<file path="config.mk">
export PLATFORM = sky130hd
export DESIGN_NAME = lsu_split
export DESIGN_NICKNAME = d
export VERILOG_FILES = /design/src/rtl/lsu_split_pkg.sv /design/src/rtl/lsu_agen.sv /design/src/rtl/lsu_lane_map.sv /design/src/rtl/lsu_load_merge.sv /design/src/rtl/lsu_split.sv
export SDC_FILE = /design/constraint.sdc
export NUM_CORES = 1
export LEC_CHECK = 0
export ABC_AREA = 1
export BUFFER_PORTS_ARGS = -buffer_cell sky130_fd_sc_hd__buf_2
export CORE_MARGIN = 2
export CORE_UTILIZATION = 62
export CTS_CLUSTER_SIZE = 12
export DETAILED_ROUTE_END_ITERATION = 12
export PLACE_DENSITY = 0.87
export SLEW_MARGIN = 15
export SYNTH_ARGS = -nofsm -noshare
export SYNTH_HDL_FRONTEND = slang
export SYNTH_HIERARCHICAL = 1
export SYNTH_SLANG_ARGS = --single-unit
</file>
<file path="constraint.sdc">
create_clock -name clk -period 8.83 [get_ports clk]
set_input_delay 1.3245 -clock clk [delete_from_list [all_inputs] [get_ports clk]]
set_output_delay 1.3245 -clock clk [all_outputs]
set_load 0.01 [all_outputs]
</file>
<file path="src/rtl/lsu_split_pkg.sv">
package lsu_split_pkg;

  localparam int XLEN  = 32;
  localparam int NB    = XLEN / 8;
  localparam int OFS_W = $clog2(NB);

  typedef enum logic [1:0] {
    SZ_WORD = 2'b00,
    SZ_HALF = 2'b01,
    SZ_BYTE = 2'b10,
    SZ_BAD  = 2'b11
  } acc_size_e;

  typedef enum logic [1:0] {
    PART_WHOLE = 2'd0,
    PART_LOW   = 2'd1,
    PART_HIGH  = 2'd2
  } part_e;

  // Context of a read that is on the bus, consumed when its data returns
  typedef struct packed {
    logic             valid;
    part_e            part;
    acc_size_e        size;
    logic             sext;
    logic [OFS_W-1:0] lo;
  } rsp_ctx_t;

  // Lane j receives byte (j - k) mod NB
  function automatic logic [XLEN-1:0] rotl_bytes(input logic [XLEN-1:0] w,
                                                 input logic [OFS_W-1:0] k);
    logic [XLEN-1:0]  r;
    logic [OFS_W-1:0] src;
    r = '0;
    for (int j = 0; j < NB; j++) begin
      src = OFS_W'(j) - k;
      r[8*j +: 8] = w[8*int'(src) +: 8];
    end
    return r;
  endfunction

  // Byte j receives lane (j + k) mod NB
  function automatic logic [XLEN-1:0] rotr_bytes(input logic [XLEN-1:0] w,
                                                 input logic [OFS_W-1:0] k);
    logic [XLEN-1:0]  r;
    logic [OFS_W-1:0] src;
    r = '0;
    for (int j = 0; j < NB; j++) begin
      src = OFS_W'(j) + k;
      r[8*j +: 8] = w[8*int'(src) +: 8];
    end
    return r;
  endfunction

endpackage

</file>
<file path="src/rtl/lsu_agen.sv">
module lsu_agen #(
  parameter int AW = 32
) (
  input  logic [AW-1:0] base,
  input  logic [AW-1:0] offset,
  input  logic          post_inc,
  output logic [AW-1:0] access_addr,
  output logic [AW-1:0] next_base
);

  assign next_base   = base + offset;
  assign access_addr = post_inc ? base : next_base;

endmodule

</file>
<file path="src/rtl/lsu_lane_map.sv">
module lsu_lane_map
  import lsu_split_pkg::*;
(
  input  acc_size_e        size,
  input  logic [OFS_W-1:0] lo,
  input  logic [XLEN-1:0]  st_data,
  input  logic [OFS_W-1:0] st_ofs,
  output logic [NB-1:0]    be_first,
  output logic [NB-1:0]    be_second,
  output logic             straddle,
  output logic [XLEN-1:0]  bus_data
);

  localparam int SPAN = 2 * NB;
  localparam int PW   = OFS_W + 2;

  logic [PW-1:0]   nbytes;
  logic [PW-1:0]   lo_w;
  logic [PW-1:0]   end_w;
  logic [SPAN-1:0] span_en;

  always_comb begin
    case (size)
      SZ_WORD: nbytes = PW'(NB);
      SZ_HALF: nbytes = PW'(2);
      SZ_BYTE: nbytes = PW'(1);
      default: nbytes = '0;
    endcase
  end

  assign lo_w  = PW'(lo);
  assign end_w = lo_w + nbytes;

  // Lane window over two consecutive words
  for (genvar g = 0; g < SPAN; g++) begin : g_span
    assign span_en[g] = (lo_w <= PW'(g)) && (PW'(g) < end_w);
  end

  assign be_first  = span_en[NB-1:0];
  assign be_second = span_en[SPAN-1:NB];
  assign straddle  = |be_second;
  assign bus_data  = rotl_bytes(st_data, lo - st_ofs);

endmodule

</file>
<file path="src/rtl/lsu_load_merge.sv">
module lsu_load_merge
  import lsu_split_pkg::*;
(
  input  rsp_ctx_t        ctx,
  input  logic [XLEN-1:0] low_word,
  input  logic [XLEN-1:0] cur_word,
  output logic [XLEN-1:0] value
);

  localparam int CW = OFS_W + 1;

  logic [XLEN-1:0] rot_low;
  logic [XLEN-1:0] rot_cur;
  logic [XLEN-1:0] joined;
  logic [CW-1:0]   keep_low;

  assign rot_low  = rotr_bytes(low_word, ctx.lo);
  assign rot_cur  = rotr_bytes(cur_word, ctx.lo);
  assign keep_low = CW'(NB) - CW'(ctx.lo);

  // Bytes below keep_low came from the first word of a split read
  for (genvar g = 0; g < NB; g++) begin : g_join
    assign joined[8*g +: 8] = ((ctx.part == PART_HIGH) && (CW'(g) < keep_low))
                              ? rot_low[8*g +: 8] : rot_cur[8*g +: 8];
  end

  always_comb begin
    case (ctx.size)
      SZ_BYTE: value = ctx.sext ? {{(XLEN-8){joined[7]}}, joined[7:0]}
                                : {{(XLEN-8){1'b0}}, joined[7:0]};
      SZ_HALF: value = ctx.sext ? {{(XLEN-16){joined[15]}}, joined[15:0]}
                                : {{(XLEN-16){1'b0}}, joined[15:0]};
      default: value = joined;
    endcase
  end

endmodule

</file>
<file path="src/rtl/lsu_split.sv">
module lsu_split
  import lsu_split_pkg::*;
#(
  parameter int ADDR_W = 32
) (
  input  logic              clk,
  input  logic              rst,
  input  logic              req_valid,
  input  logic              req_write,
  input  logic [1:0]        req_size,
  input  logic              req_sext,
  input  logic [ADDR_W-1:0] req_base,
  input  logic [ADDR_W-1:0] req_offset,
  input  logic [31:0]       req_wdata,
  input  logic [1:0]        req_wofs,
  input  logic              req_postinc,
  input  logic              hold,
  output logic              mem_req,
  output logic              mem_we,
  output logic [ADDR_W-1:0] mem_addr,
  output logic [3:0]        mem_be,
  output logic [31:0]       mem_wdata,
  input  logic [31:0]       mem_rdata,
  output logic              ld_valid,
  output logic [31:0]       ld_data,
  output logic              wb_valid,
  output logic [ADDR_W-1:0] wb_addr,
  output logic              misal_busy
);

  localparam logic [ADDR_W-1:0] WORD_STEP = ADDR_W'(NB);

  typedef enum logic {ST_IDLE, ST_SECOND} seq_e;

  seq_e              st;
  acc_size_e         size_in;
  logic [ADDR_W-1:0] eff_addr;
  logic [ADDR_W-1:0] sum_addr;
  logic [ADDR_W-1:0] word_addr;
  logic [NB-1:0]     be_first;
  logic [NB-1:0]     be_second;
  logic              straddle;
  logic [XLEN-1:0]   bus_data;
  logic [XLEN-1:0]   load_value;
  logic [XLEN-1:0]   low_word;
  logic              accept;
  rsp_ctx_t          first_ctx;
  rsp_ctx_t          second_ctx;
  rsp_ctx_t          bus_ctx;
  rsp_ctx_t          rsp_ctx;
  logic [ADDR_W-1:0] sec_addr;
  logic [NB-1:0]     sec_be;
  logic [XLEN-1:0]   sec_wdata;
  logic              sec_we;
  rsp_ctx_t          sec_ctx;

  assign size_in = acc_size_e'(req_size);

  lsu_agen #(.AW(ADDR_W)) u_agen (
    .base        (req_base),
    .offset      (req_offset),
    .post_inc    (req_postinc),
    .access_addr (eff_addr),
    .next_base   (sum_addr)
  );

  lsu_lane_map u_lanes (
    .size      (size_in),
    .lo        (eff_addr[OFS_W-1:0]),
    .st_data   (req_wdata),
    .st_ofs    (req_wofs),
    .be_first  (be_first),
    .be_second (be_second),
    .straddle  (straddle),
    .bus_data  (bus_data)
  );

  lsu_load_merge u_merge (
    .ctx      (rsp_ctx),
    .low_word (low_word),
    .cur_word (mem_rdata),
    .value    (load_value)
  );

  assign word_addr = {eff_addr[ADDR_W-1:OFS_W], {OFS_W{1'b0}}};
  assign accept    = (st == ST_IDLE) && req_valid && !hold && (size_in != SZ_BAD);

  always_comb begin
    first_ctx.valid  = !req_write;
    first_ctx.part   = straddle ? PART_LOW : PART_WHOLE;
    first_ctx.size   = size_in;
    first_ctx.sext   = req_sext;
    first_ctx.lo     = eff_addr[OFS_W-1:0];
    second_ctx       = first_ctx;
    second_ctx.part  = PART_HIGH;
  end

  // Issue sequencer: first part on acceptance, second part on the next edge
  always_ff @(posedge clk) begin
    if (rst) begin
      st         <= ST_IDLE;
      mem_req    <= 1'b0;
      mem_we     <= 1'b0;
      mem_addr   <= '0;
      mem_be     <= '0;
      mem_wdata  <= '0;
      wb_valid   <= 1'b0;
      wb_addr    <= '0;
      misal_busy <= 1'b0;
      bus_ctx    <= '0;
      sec_addr   <= '0;
      sec_be     <= '0;
      sec_wdata  <= '0;
      sec_we     <= 1'b0;
      sec_ctx    <= '0;
    end else begin
      mem_req    <= 1'b0;
      mem_we     <= 1'b0;
      mem_addr   <= '0;
      mem_be     <= '0;
      mem_wdata  <= '0;
      wb_valid   <= 1'b0;
      misal_busy <= 1'b0;
      bus_ctx    <= '0;
      if (st == ST_SECOND) begin
        st        <= ST_IDLE;
        mem_req   <= 1'b1;
        mem_we    <= sec_we;
        mem_addr  <= sec_addr;
        mem_be    <= sec_be;
        mem_wdata <= sec_we ? sec_wdata : '0;
        bus_ctx   <= sec_ctx;
      end else if (accept) begin
        mem_req   <= 1'b1;
        mem_we    <= req_write;
        mem_addr  <= word_addr;
        mem_be    <= be_first;
        mem_wdata <= req_write ? bus_data : '0;
        wb_valid  <= req_postinc;
        wb_addr   <= sum_addr;
        bus_ctx   <= first_ctx;
        if (straddle) begin
          st         <= ST_SECOND;
          misal_busy <= 1'b1;
          sec_addr   <= word_addr + WORD_STEP;
          sec_be     <= be_second;
          sec_wdata  <= bus_data;
          sec_we     <= req_write;
          sec_ctx    <= second_ctx;
        end
      end
    end
  end

  // Read return path: one cycle behind the bus
  always_ff @(posedge clk) begin
    if (rst) begin
      rsp_ctx  <= '0;
      low_word <= '0;
      ld_valid <= 1'b0;
      ld_data  <= '0;
    end else begin
      rsp_ctx  <= bus_ctx;
      ld_valid <= 1'b0;
      ld_data  <= '0;
      if (rsp_ctx.valid) begin
        if (rsp_ctx.part == PART_LOW) begin
          low_word <= mem_rdata;
        end else begin
          ld_valid <= 1'b1;
          ld_data  <= load_value;
        end
      end
    end
  end

endmodule

</file>
# Word-level counts from Yosys, hierarchy flattened
# Index checks and enable logic that the tools add are counted.
[op_classes] addsub=12 magnitude_cmp=20 eq_ne=7 shift=12 muxes=26 bitwise_logic=3 n_reduce_logical=25
[op_table] op="indexed part select 32 x 6 -> 8 bit" n=12
[op_table] op="two-way mux 32 bit" n=9
[op_table] op="case mux 32 bit (2 select lines)" n=1
[op_table] op="two-way mux 8 bit" n=6
[op_table] op="adder 32 x 3 -> 32 bit (second input constant)" n=1
[op_table] op="adder 32 bit" n=1
[op_table] op="less-than comparator 3 x 4 -> 1 bit (first input constant)" n=4
[op_table] op="logical AND 1 bit" n=15
[op_table] op="<= comparator 2 x 3 -> 1 bit (second input constant)" n=4
[op_table] op="case mux 3 bit (3 select lines)" n=1
[op_table] op="less-than comparator 1 x 4 -> 1 bit (first input constant)" n=2
[op_table] op="less-than comparator 2 x 4 -> 1 bit (first input constant)" n=2
[op_table] op="two-way mux 4 bit" n=2
[op_table] op="two-way mux 1 bit" n=7
[op_table] op="equality test 2 x 1 -> 1 bit (second input constant)" n=3
[op_table] op="equality test 2 bit (second input constant)" n=3
[op_table] op="less-than comparator 1 x 3 -> 1 bit (first input constant)" n=2
[op_table] op="less-than comparator 2 x 3 -> 1 bit (first input constant)" n=2
[op_table] op="OR reduction 3 bit" n=2
[op_table] op="adder 2 bit (first input constant)" n=2
[op_table] op="adder 2 x 3 -> 4 bit" n=1
[op_table] op="<= comparator 2 x 1 -> 1 bit (second input constant)" n=2
[op_table] op="<= comparator 2 bit (second input constant)" n=2
[op_table] op="AND reduction 2 bit" n=2
[op_table] op="12 further kinds" n=17
[word_totals] register_bits=261 in_bits=139 out_inout_bits=137 wordCells=136

# Longest topological paths before layout
# Gate-level depths: netlist of the first run.
[depth] depth_word=9 depth_mapped=23 depth_no_buf=23

# Modules after synthesis
# Netlist of the first run, hierarchy kept.
[modules_own_cells] module="lsu_split" n_inst=1 cells_per_inst=1213 area_per_inst_um2=9250.1 seq_area_each_um2=5124.9
[modules_own_cells] module="lsu_agen" n_inst=1 cells_per_inst=601 area_per_inst_um2=2891.5 seq_area_each_um2=0.0
[modules_own_cells] module="lsu_load_merge" n_inst=1 cells_per_inst=597 area_per_inst_um2=2771.4 seq_area_each_um2=0.0
[modules_own_cells] module="lsu_lane_map" n_inst=1 cells_per_inst=236 area_per_inst_um2=1164.9 seq_area_each_um2=0.0

# Worst setup path before layout of the first run
# Ideal clock, no wire load.
[synth_timing] kind="input port to flip-flop" start="input req_offset[0]" end="register sec_wdata[12]" setup_time_ns=0.070 t_arrival_ns=3.782 required_ns=8.760 slack_ns=4.977 cell_stages=13 path_buffers=2 cell_sequence="ha_1 fa_1 nand2_1 nand2_1 fa_1 nor2_1 o21ai_0 nand3_2 inv_2 buf_2 buf_4 nand2_1 a21oi_1"
[synth_via] elab_chain_cells=7 word_cells_on_any_way=20 cone_classes="add/sub (4); order compare (8); shift (1); mux (1); reduce/logical (6)"
[synth_lines] item="start, declared" line_no="lsu_split.sv:13" rtl="input logic [ADDR_W-1:0] req_offset,"
[synth_lines] item="adder 32 bit (*)" line_no="lsu_agen.sv:11" rtl="assign next_base = base + offset;"
[synth_lines] item="via sum_addr[1]" line_no="lsu_split.sv:38" rtl="logic [ADDR_W-1:0] sum_addr;"
[synth_lines] item="two-way mux 32 bit (*)" line_no="lsu_agen.sv:12" rtl="assign access_addr = post_inc ? base : next_base;"
[synth_lines] item="via eff_addr[1]" line_no="lsu_split.sv:37" rtl="logic [ADDR_W-1:0] eff_addr;"
[synth_lines] item="parallel branches: the longest is 5 deep, another holds subtractor 2 bit"
[synth_lines] item="end signal, assigned" line_no="lsu_split.sv:147" rtl="sec_wdata <= bus_data;"
[synth_lines] item="end, declared" line_no="lsu_split.sv:53" rtl="logic [XLEN-1:0] sec_wdata;"
# Mark *: on every way through the listed nets, which the timed path passes.
# A chain may end at the register's enable or synchronous reset.

# Final worst setup path of the first run
[layout_timing] start="input req_postinc" end="register sec_addr[8]"
[layout_via] elab_chain_cells=6 word_cells_on_any_way=17 cone_classes="add/sub (2); order compare (8); mux (1); reduce/logical (6)"
[layout_lines] item="start, declared" line_no="lsu_split.sv:16" rtl="input logic req_postinc,"
[layout_lines] item="two-way mux 32 bit (*)" line_no="lsu_agen.sv:12"
[layout_lines] item="via eff_addr[0]" line_no="lsu_split.sv:37"
[layout_lines] item="adder 2 x 3 -> 4 bit" line_no="lsu_lane_map.sv:32" rtl="assign end_w = lo_w + nbytes;"
[layout_lines] item="less-than comparator 3 x 4 -> 1 bit" line_no="lsu_lane_map.sv:36" rtl="assign span_en[g] = (lo_w <= PW'(g)) && (PW'(g) < end_w);"
[layout_lines] item="logical AND 1 bit" line_no="lsu_lane_map.sv:36"
[layout_lines] item="OR reduction 4 bit (*)" line_no="lsu_lane_map.sv:41" rtl="assign straddle = |be_second;"
[layout_lines] item="AND reduction 3 bit (no source line) (*)"
[layout_lines] item="end signal, assigned" line_no="lsu_split.sv:145" rtl="sec_addr <= word_addr + WORD_STEP;"
[layout_lines] item="end, declared" line_no="lsu_split.sv:51" rtl="logic [ADDR_W-1:0] sec_addr;"
# Mark *: on every way through the listed nets, which the timed path passes. The rest lies on a longest branch.

==> run_results.csv, run 1 <==
group,metric,value,unit
final_layout,final_cell_count_no_fill,3177,
final_layout,layout.nets,3011,
timing,worst_pin_slew,1.23,ns
timing,min_period,5.12,ns
die,core,25300,µm²
place,gp_congestion,0.996,
grt,antenna_found_initial,5,
die,ios,276,
yosys,synthArstFlopShare,0,
yosys,synth_ff_type,"dfxtp_1",
die,initial_utilization,0.635,
setup_path,critPathKind,"in2reg",
setup_path,rrSetupSlack,4.25,ns
die,die_x,165,µm
clock_tree,cts_buffers,28,
grt,grt_pass1_vias,16823,
timing,finalSetupViolCount,0,
yosys,synth_top_area_cell,"dfxtp_1",
place,pre_cts_ws,3.42,ns
clock_tree,cts_num_sinks,256,
timing,hold_viol,0,
power,leakage,9.28,nW
clock_tree,clk_latency,0.57,ns
die,rows,58,
clock_tree,postCtsSetupBuffers,0,
clock_tree,cts_tree,"yes",
grt,grt_max_degree,101,
drt,wl,55.8,mm
yosys,synth_area_leaders,"dfxtp_1 32%, nand2_1 19%, nand3_1 9.8%",
timing,skew,0.0121,ns
yosys,yosysMostFrequentCell,"nand2_1",
setup_path,path_cells,"buf_2, inv_1, nand2_1, nand2_1, ha_1, fa_1, o21bai_1, nand2_1, o21ai_0, nand3_2, clkinv_2, o21ai_0, a21oi_1",
yosys,yosysSeqAreaShare,0.319,
yosys,synth_area_per_cell,6.07,µm²
setup_path,crit_fanout,67,
setup_path,timing.rr.start,"rsp_ctx[1]$_SDFF_PP0_",
yosys,synth_common_cells,"801 x nand2_1, 359 x inv_1, 316 x nand3_1",
setup_path,worstSetupStartpoint,"req_postinc",
clock_tree,clkTransAtPathRegs,0.06,ns
setup_path,r2r-end,"ld_data[24]$_SDFF_PP0_",
timing,rsz0062_at_grt,"false",
drt,avgViaCountPerCell,5.78,
place,port_buffers,273,
worst_hold_path,hold_class,"reg2reg",
setup_path,endpoint,"sec_addr[8]$_SDFFE_PP0P_",
drt,drcViolationCount,0,
yosys,yosys_warnings,6,
setup_path,cp_slowest_cell,"clkinv_2",
drt,vias,18376,
final_layout,area_delta_synth_final,13.4,%
timing,drv_slew,0,
clock_tree,root_buffer,"clkbuf_16",
die,die_h,165,µm
timing,finalSetupTns,0,ns
yosys,syn_inst,2647,
yosys,ys_seq_elements,256,
final_layout,seq_area,5130,µm²
drt,wire_per_inst,17.6,µm
yosys,synth.distinct_cells,43,
yosys,synth_edf_count,0,
clock_tree,clock_path_buffers,3,
place,dp.cells,3130,
power,ir_drop,170,µV
yosys,yosysTopAreaCellShare,0.319,
status,status,"finished clean",
setup_path,worstPathArrival,5.53,ns
final_layout,fillers,2202,
drt,firstDrtPassIters,8,
clock_tree,cts_max_level,1,
drt,postRouteAntennaNets,0,
drt,drtIter0Drc,2411,
place,hpwlAfterDp,38.4,mm
yosys,syn_area,16100,µm²
timing,min_period_over_period,0.580,
clock_tree,post_cts_resized,0,
setup_path,reg2reg_depth,10,
setup_path,worstPathRequired,9.23,ns
final_layout,drive_above_1_share,0.139,
grt,track_usage,0.396,
setup_path,critPathLaunchType,"primary input",
power,p_per_area,168,nW/µm²
final_layout,multiInputGateArea,8880,µm²
run,maxCapViolations,0,
power,finalPower,0.00307,W
setup_path,max_stage_delay,0.72,ns
setup_path,end_kind,"register",
timing,clock.fmax,195,MHz
clock_tree,postCtsHoldBufs,0,
setup_path,crit_top_cell,"nand2_1",
timing,relSlewSlack,0.177,
die,die_area,27200,µm²
grt,grt_pass1_wl,85.2,mm
grt,grt_overflow,0,
timing,setup_ws,3.71,ns
sequential cells by signal, indices dropped and copies added (netlist names), 8 cells and up:
name and cells:
wb_addr 32, rsp_ctx 8, low_word 32, mem_wdata 32
sec_wdata 32, mem_addr 30, sec_addr 30, bus_ctx 8
ld_data 32
power breakdown:
part,internal (W),total (W),switching [W]
clock network,0.000692,0.00118,0.000488
logic,0.000211,0.000678,0.000467
registers,0.00119,0.00121,0.0000171
total,0.00209,0.00307,0.000973
worst min-delay path by stage:
stage                     cells after the start                    end  slack [ns]                   from
final                                         2  rsp_ctx[0]$_SDFF_PP0_        0.40  bus_ctx[0]$_SDFF_PP0_
after floorplan                               2  rsp_ctx[0]$_SDFF_PP0_        0.39  bus_ctx[0]$_SDFF_PP0_
after global placement                        2  rsp_ctx[0]$_SDFF_PP0_        0.39  bus_ctx[0]$_SDFF_PP0_
after global routing                          2  rsp_ctx[0]$_SDFF_PP0_        0.41  bus_ctx[0]$_SDFF_PP0_
after detailed placement                      2  rsp_ctx[0]$_SDFF_PP0_        0.39  bus_ctx[0]$_SDFF_PP0_
after CTS                                     2  rsp_ctx[0]$_SDFF_PP0_        0.40  bus_ctx[0]$_SDFF_PP0_
cells by family (layout without fill, tap and decap cells):
group / Yosys count / count (layout) / synth area share
AOI/OAI and AO/OA: 417 / 417 / 0.136
other: 1 / 6 / 0.000233
DFF: 256 / 256 / 0.319
buffers and inverters: 512 / 707 / 0.129
xor gates and xnor gates: 23 / 23 / 0.0144
and+or+nand+nor: 1396 / 1396 / 0.368
adders and majority gates: 42 / 42 / 0.0336
final cells by class:
type,count,area share
antenna,4,0.000549
clock buffer,35,0.0415
clock inverter,8,0.00823
inverter,376,0.0776
multi-input combinational,1880,0.487
sequential,256,0.281
tap,330,0.0226
timing repair buffer,288,0.0811
metrics by stage:
| step | utilization | hold WS (ns) | area [µm²] |
|---|---|---|---|
| 6_report | 0.720 | 0.396 | 18200 |
| 3_3_place_gp | 0.684 | 0.385 | 17300 |
| 3_5_place_dp | 0.684 | 0.391 | 17300 |
| 5_1_grt | 0.720 | 0.407 | 18200 |
| 2_1_floorplan | - | 0.388 | 16100 |
| 4_1_cts | 0.719 | 0.399 | 18200 |
per-layer routing:
metal,wire [µm],part of all wire,vias up,GRT usage
li1,-,-,8697,-
met1,20600,0.37,8208,0.477
met2,25800,0.46,1205,0.657
met3,5720,0.10,266,0.0658
met4,3740,0.067,0,0.253
met5,0,0,-,0
worst max-delay path, delay by kind of cell:
kind            cells  cell delay (ns)
compound gates      4             0.89
buf+inv             3             1.94
fa+ha+maj           2             0.68
simple gates        4             0.62
cells in the final DEF (no fill, tap or decap), drive strengths merged, types with 2 or more instances in the layout:
cell	n
nor3	4
nand2	825
clkinv	7
conb	2
o211ai	13
o21ai	176
inv	374
nand3	327
ha	40
nand3b	5
diode	4
bufinv	3
buf	288
and2	16
o21bai	2
a211oi	5
or2	2
clkbuf	35
nor2	215
a21o	6
xor2	21
fa	2
dfxtp	256
a21oi	194
o22ai	20
xnor2	2
(Power assumes the default switching activity.)
==> run 2, diff against run 1 <==
--- a/config.mk
+++ b/config.mk
@@ -8,10 +8,10 @@
 export ABC_AREA = 1
 export BUFFER_PORTS_ARGS = -buffer_cell sky130_fd_sc_hd__buf_2
 export CORE_MARGIN = 2
-export CORE_UTILIZATION = 62
+export CORE_UTILIZATION = 57
 export CTS_CLUSTER_SIZE = 12
 export DETAILED_ROUTE_END_ITERATION = 12
-export PLACE_DENSITY = 0.87
+export PLACE_DENSITY = 0.81
 export SLEW_MARGIN = 15
 export SYNTH_ARGS = -nofsm -noshare
 export SYNTH_HDL_FRONTEND = slang
==> constraint.sdc (replaced) <==
create_clock -name clk -period 5.2 [get_ports clk]
set_input_delay 0.78 -clock clk [delete_from_list [all_inputs] [get_ports clk]]
set_output_delay 0.78 -clock clk [all_outputs]
set_load 0.01 [all_outputs]
==> run 2 against run 1 <==
Sequential power up 69%. Via count decreased by 3.4%. Combinational power up 68%. Die area up 8.6%. Critical path depth stayed put. Cell count rose by 2.0%. Routed wire length fell by 4.5%. Critical endpoint is now sec_addr[7]$_SDFFE_PP0P_. Final area is 0.73% higher. Setup slack got worse by 2.1 ns. Utilization decreased by 5.9 points. First-iteration DRC count fell by 9.2%. Largest cell class unchanged.
==> run_results.csv, run 2 (same netlist as run 1, synthesis figures left out) <==
group,metric,value,unit
status,status,"finished clean",
grt,grt_pass1_wl,83.1,mm
clock_tree,root_buffer,"clkbuf_16",
timing,relSlewSlack,0.273,
final_layout,area_delta_synth_final,14.2,%
setup_path,rrSetupSlack,2.03,ns
setup_path,crit_fanout,34,
timing,min_period_over_period,0.686,
drt,firstDrtPassIters,6,
place,hpwlAfterDp,38.0,mm
final_layout,final_common_cell,"nand2_1",
clock_tree,cts_tree,"yes",
setup_path,timing.rr.start,"rsp_ctx[0]$_SDFF_PP0_",
setup_path,worstPathRequired,5.67,ns
grt,track_usage,0.354,
grt,grt_pass1_vias,16234,
die,rows,61,
power,ir_drop,285,µV
grt,antenna_found_initial,6,
setup_path,critPathLaunchType,"primary input",
setup_path,reg2reg_depth,13,
setup_path,critPathKind,"in2reg",
final_layout,fin_util,0.661,
timing,clock.fmax,280,MHz
grt,grt_max_degree,98,
clock_tree,postCtsHoldBufs,0,
run,maxCapViolations,0,
setup_path,max_stage_delay,0.68,ns
worst_hold_path,hold_class,"reg2reg",
timing,finalSetupViolCount,0,
final_layout,drive_above_1_share,0.142,
place,gp_congestion,0.992,
clock_tree,clock_path_buffers,3,
die,die_h,172,µm
timing,skew,0.0139,ns
timing,worst_pin_slew,1.09,ns
setup_path,path_cells,"buf_2, ha_1, fa_1, nand2_1, nand2_1, fa_1, nor2_1, o21ai_0, nand3_2, inv_2, buf_4, o21ai_0, a21oi_1",
drt,vias,17760,
timing,drv_slew,0,
power,finalPower,0.00519,W
drt,wl,53.3,mm
setup_path,worstPathArrival,4.04,ns
clock_tree,post_cts_resized,0,
worst_hold_path,min_path_cells,2,
place,port_buffers,273,
setup_path,r2r-end,"ld_data[29]$_SDFF_PP0_",
grt,grt_overflow,0,
timing,rsz0062_at_grt,"false",
setup_path,end_kind,"register",
drt,drtIter0Drc,2190,
worst_hold_path,hp-start,"bus_ctx[0]$_SDFF_PP0_",
die,ios,276,
setup_path,cp_slowest_cell,"fa_1",
final_layout,layout.nets,3019,
drt,wire_per_inst,16.4,µm
timing,finalSetupTns,0,ns
drt,drcViolationCount,0,
final_layout,fillers,2653,
clock_tree,postCtsSetupBuffers,0,
die,initial_utilization,0.579,
die,core,27800,µm²
die,die_x,172,µm
timing,min_period,3.57,ns
worst_hold_path,min_to,"rsp_ctx[0]$_SDFF_PP0_",
drt,postRouteAntennaNets,0,
clock_tree,clkTransAtPathRegs,0.06,ns
drt,avgViaCountPerCell,5.48,
final_layout,layout_common_cells,"800 x nand2_1, 359 x inv_1, 314 x nand3_1, 273 x buf_2, 255 x dfxtp_1",
clock_tree,cts_buffers,28,
clock_tree,cts_max_level,1,
clock_tree,clk_latency,0.55,ns
power,p_per_area,282,nW/µm²
timing,hold_viol,0,
power,leakage,9.32,nW
clock_tree,cts_num_sinks,256,
die,die_area,29600,µm²
## run 2: how the worst max path moves through the flow
stage                              from                    endpoint  cells past startpoint
final                     req_offset[0]    sec_addr[7]$_SDFFE_PP0P_                     13
after global routing      req_offset[0]    sec_addr[7]$_SDFFE_PP0P_                     14
after detailed placement  req_offset[0]   sec_addr[16]$_SDFFE_PP0P_                     13
after CTS                 req_offset[0]    sec_addr[7]$_SDFFE_PP0P_                     13
after global placement    req_offset[0]   sec_addr[13]$_SDFFE_PP0P_                     14
after floorplan           req_offset[0]  sec_wdata[12]$_SDFFE_PP0P_                     13
## run 2: area by class of cell
type / count / area (µm²) / area share
multi-input cells: 1880 / 8890 / 0.484
diodes: 6 / 15.0 / 0.000818
flip-flops and latches: 256 / 5130 / 0.279
clock inverters: 7 / 91.3 / 0.00497
inverters: 376 / 1410 / 0.0770
repair buffers: 296 / 1540 / 0.0838
clock buffers: 40 / 817 / 0.0445
well taps: 378 / 473 / 0.0258
## run 2: metal layers
| metal | routed length, µm | global-route usage | vias to the layer above |
|---|---|---|---|
| met5 | 0 | 0 | - |
| met2 | 24700 | 0.595 | 901 |
| met1 | 20900 | 0.440 | 7965 |
| met3 | 4240 | 0.0417 | 185 |
| li1 | - | - | 8709 |
| met4 | 3490 | 0.202 | 0 |
## run 2: power breakdown
part | internal (W) | total, W | switching [W]
sequential | 0.00202 | 0.00205 | 0.0000270
combinational | 0.000360 | 0.00114 | 0.000780
clock | 0.00118 | 0.00199 | 0.000815
total | 0.00356 | 0.00519 | 0.00162
## run 2: critical path: cells and delay by family
kind | cells | cell delay [ns]
AO/OA/AOI/OAI | 3 | 0.49
adder cells (fa/ha/maj) | 3 | 1.35
AND/OR/NAND/NOR | 4 | 0.50
buffers and inverters | 3 | 0.92
## run 2: through the flow
stage	setup slack (ns)	cell area (µm²)	instances	hold WS (ns)
floorplan	1.89	16100	2648	0.388
global placement	1.20	17400	3186	0.385
detailed placement	1.09	17400	3186	0.392
CTS	1.66	18300	3233	0.386
global route	1.38	18400	3237	0.412
finish	1.63	18400	3239	0.382
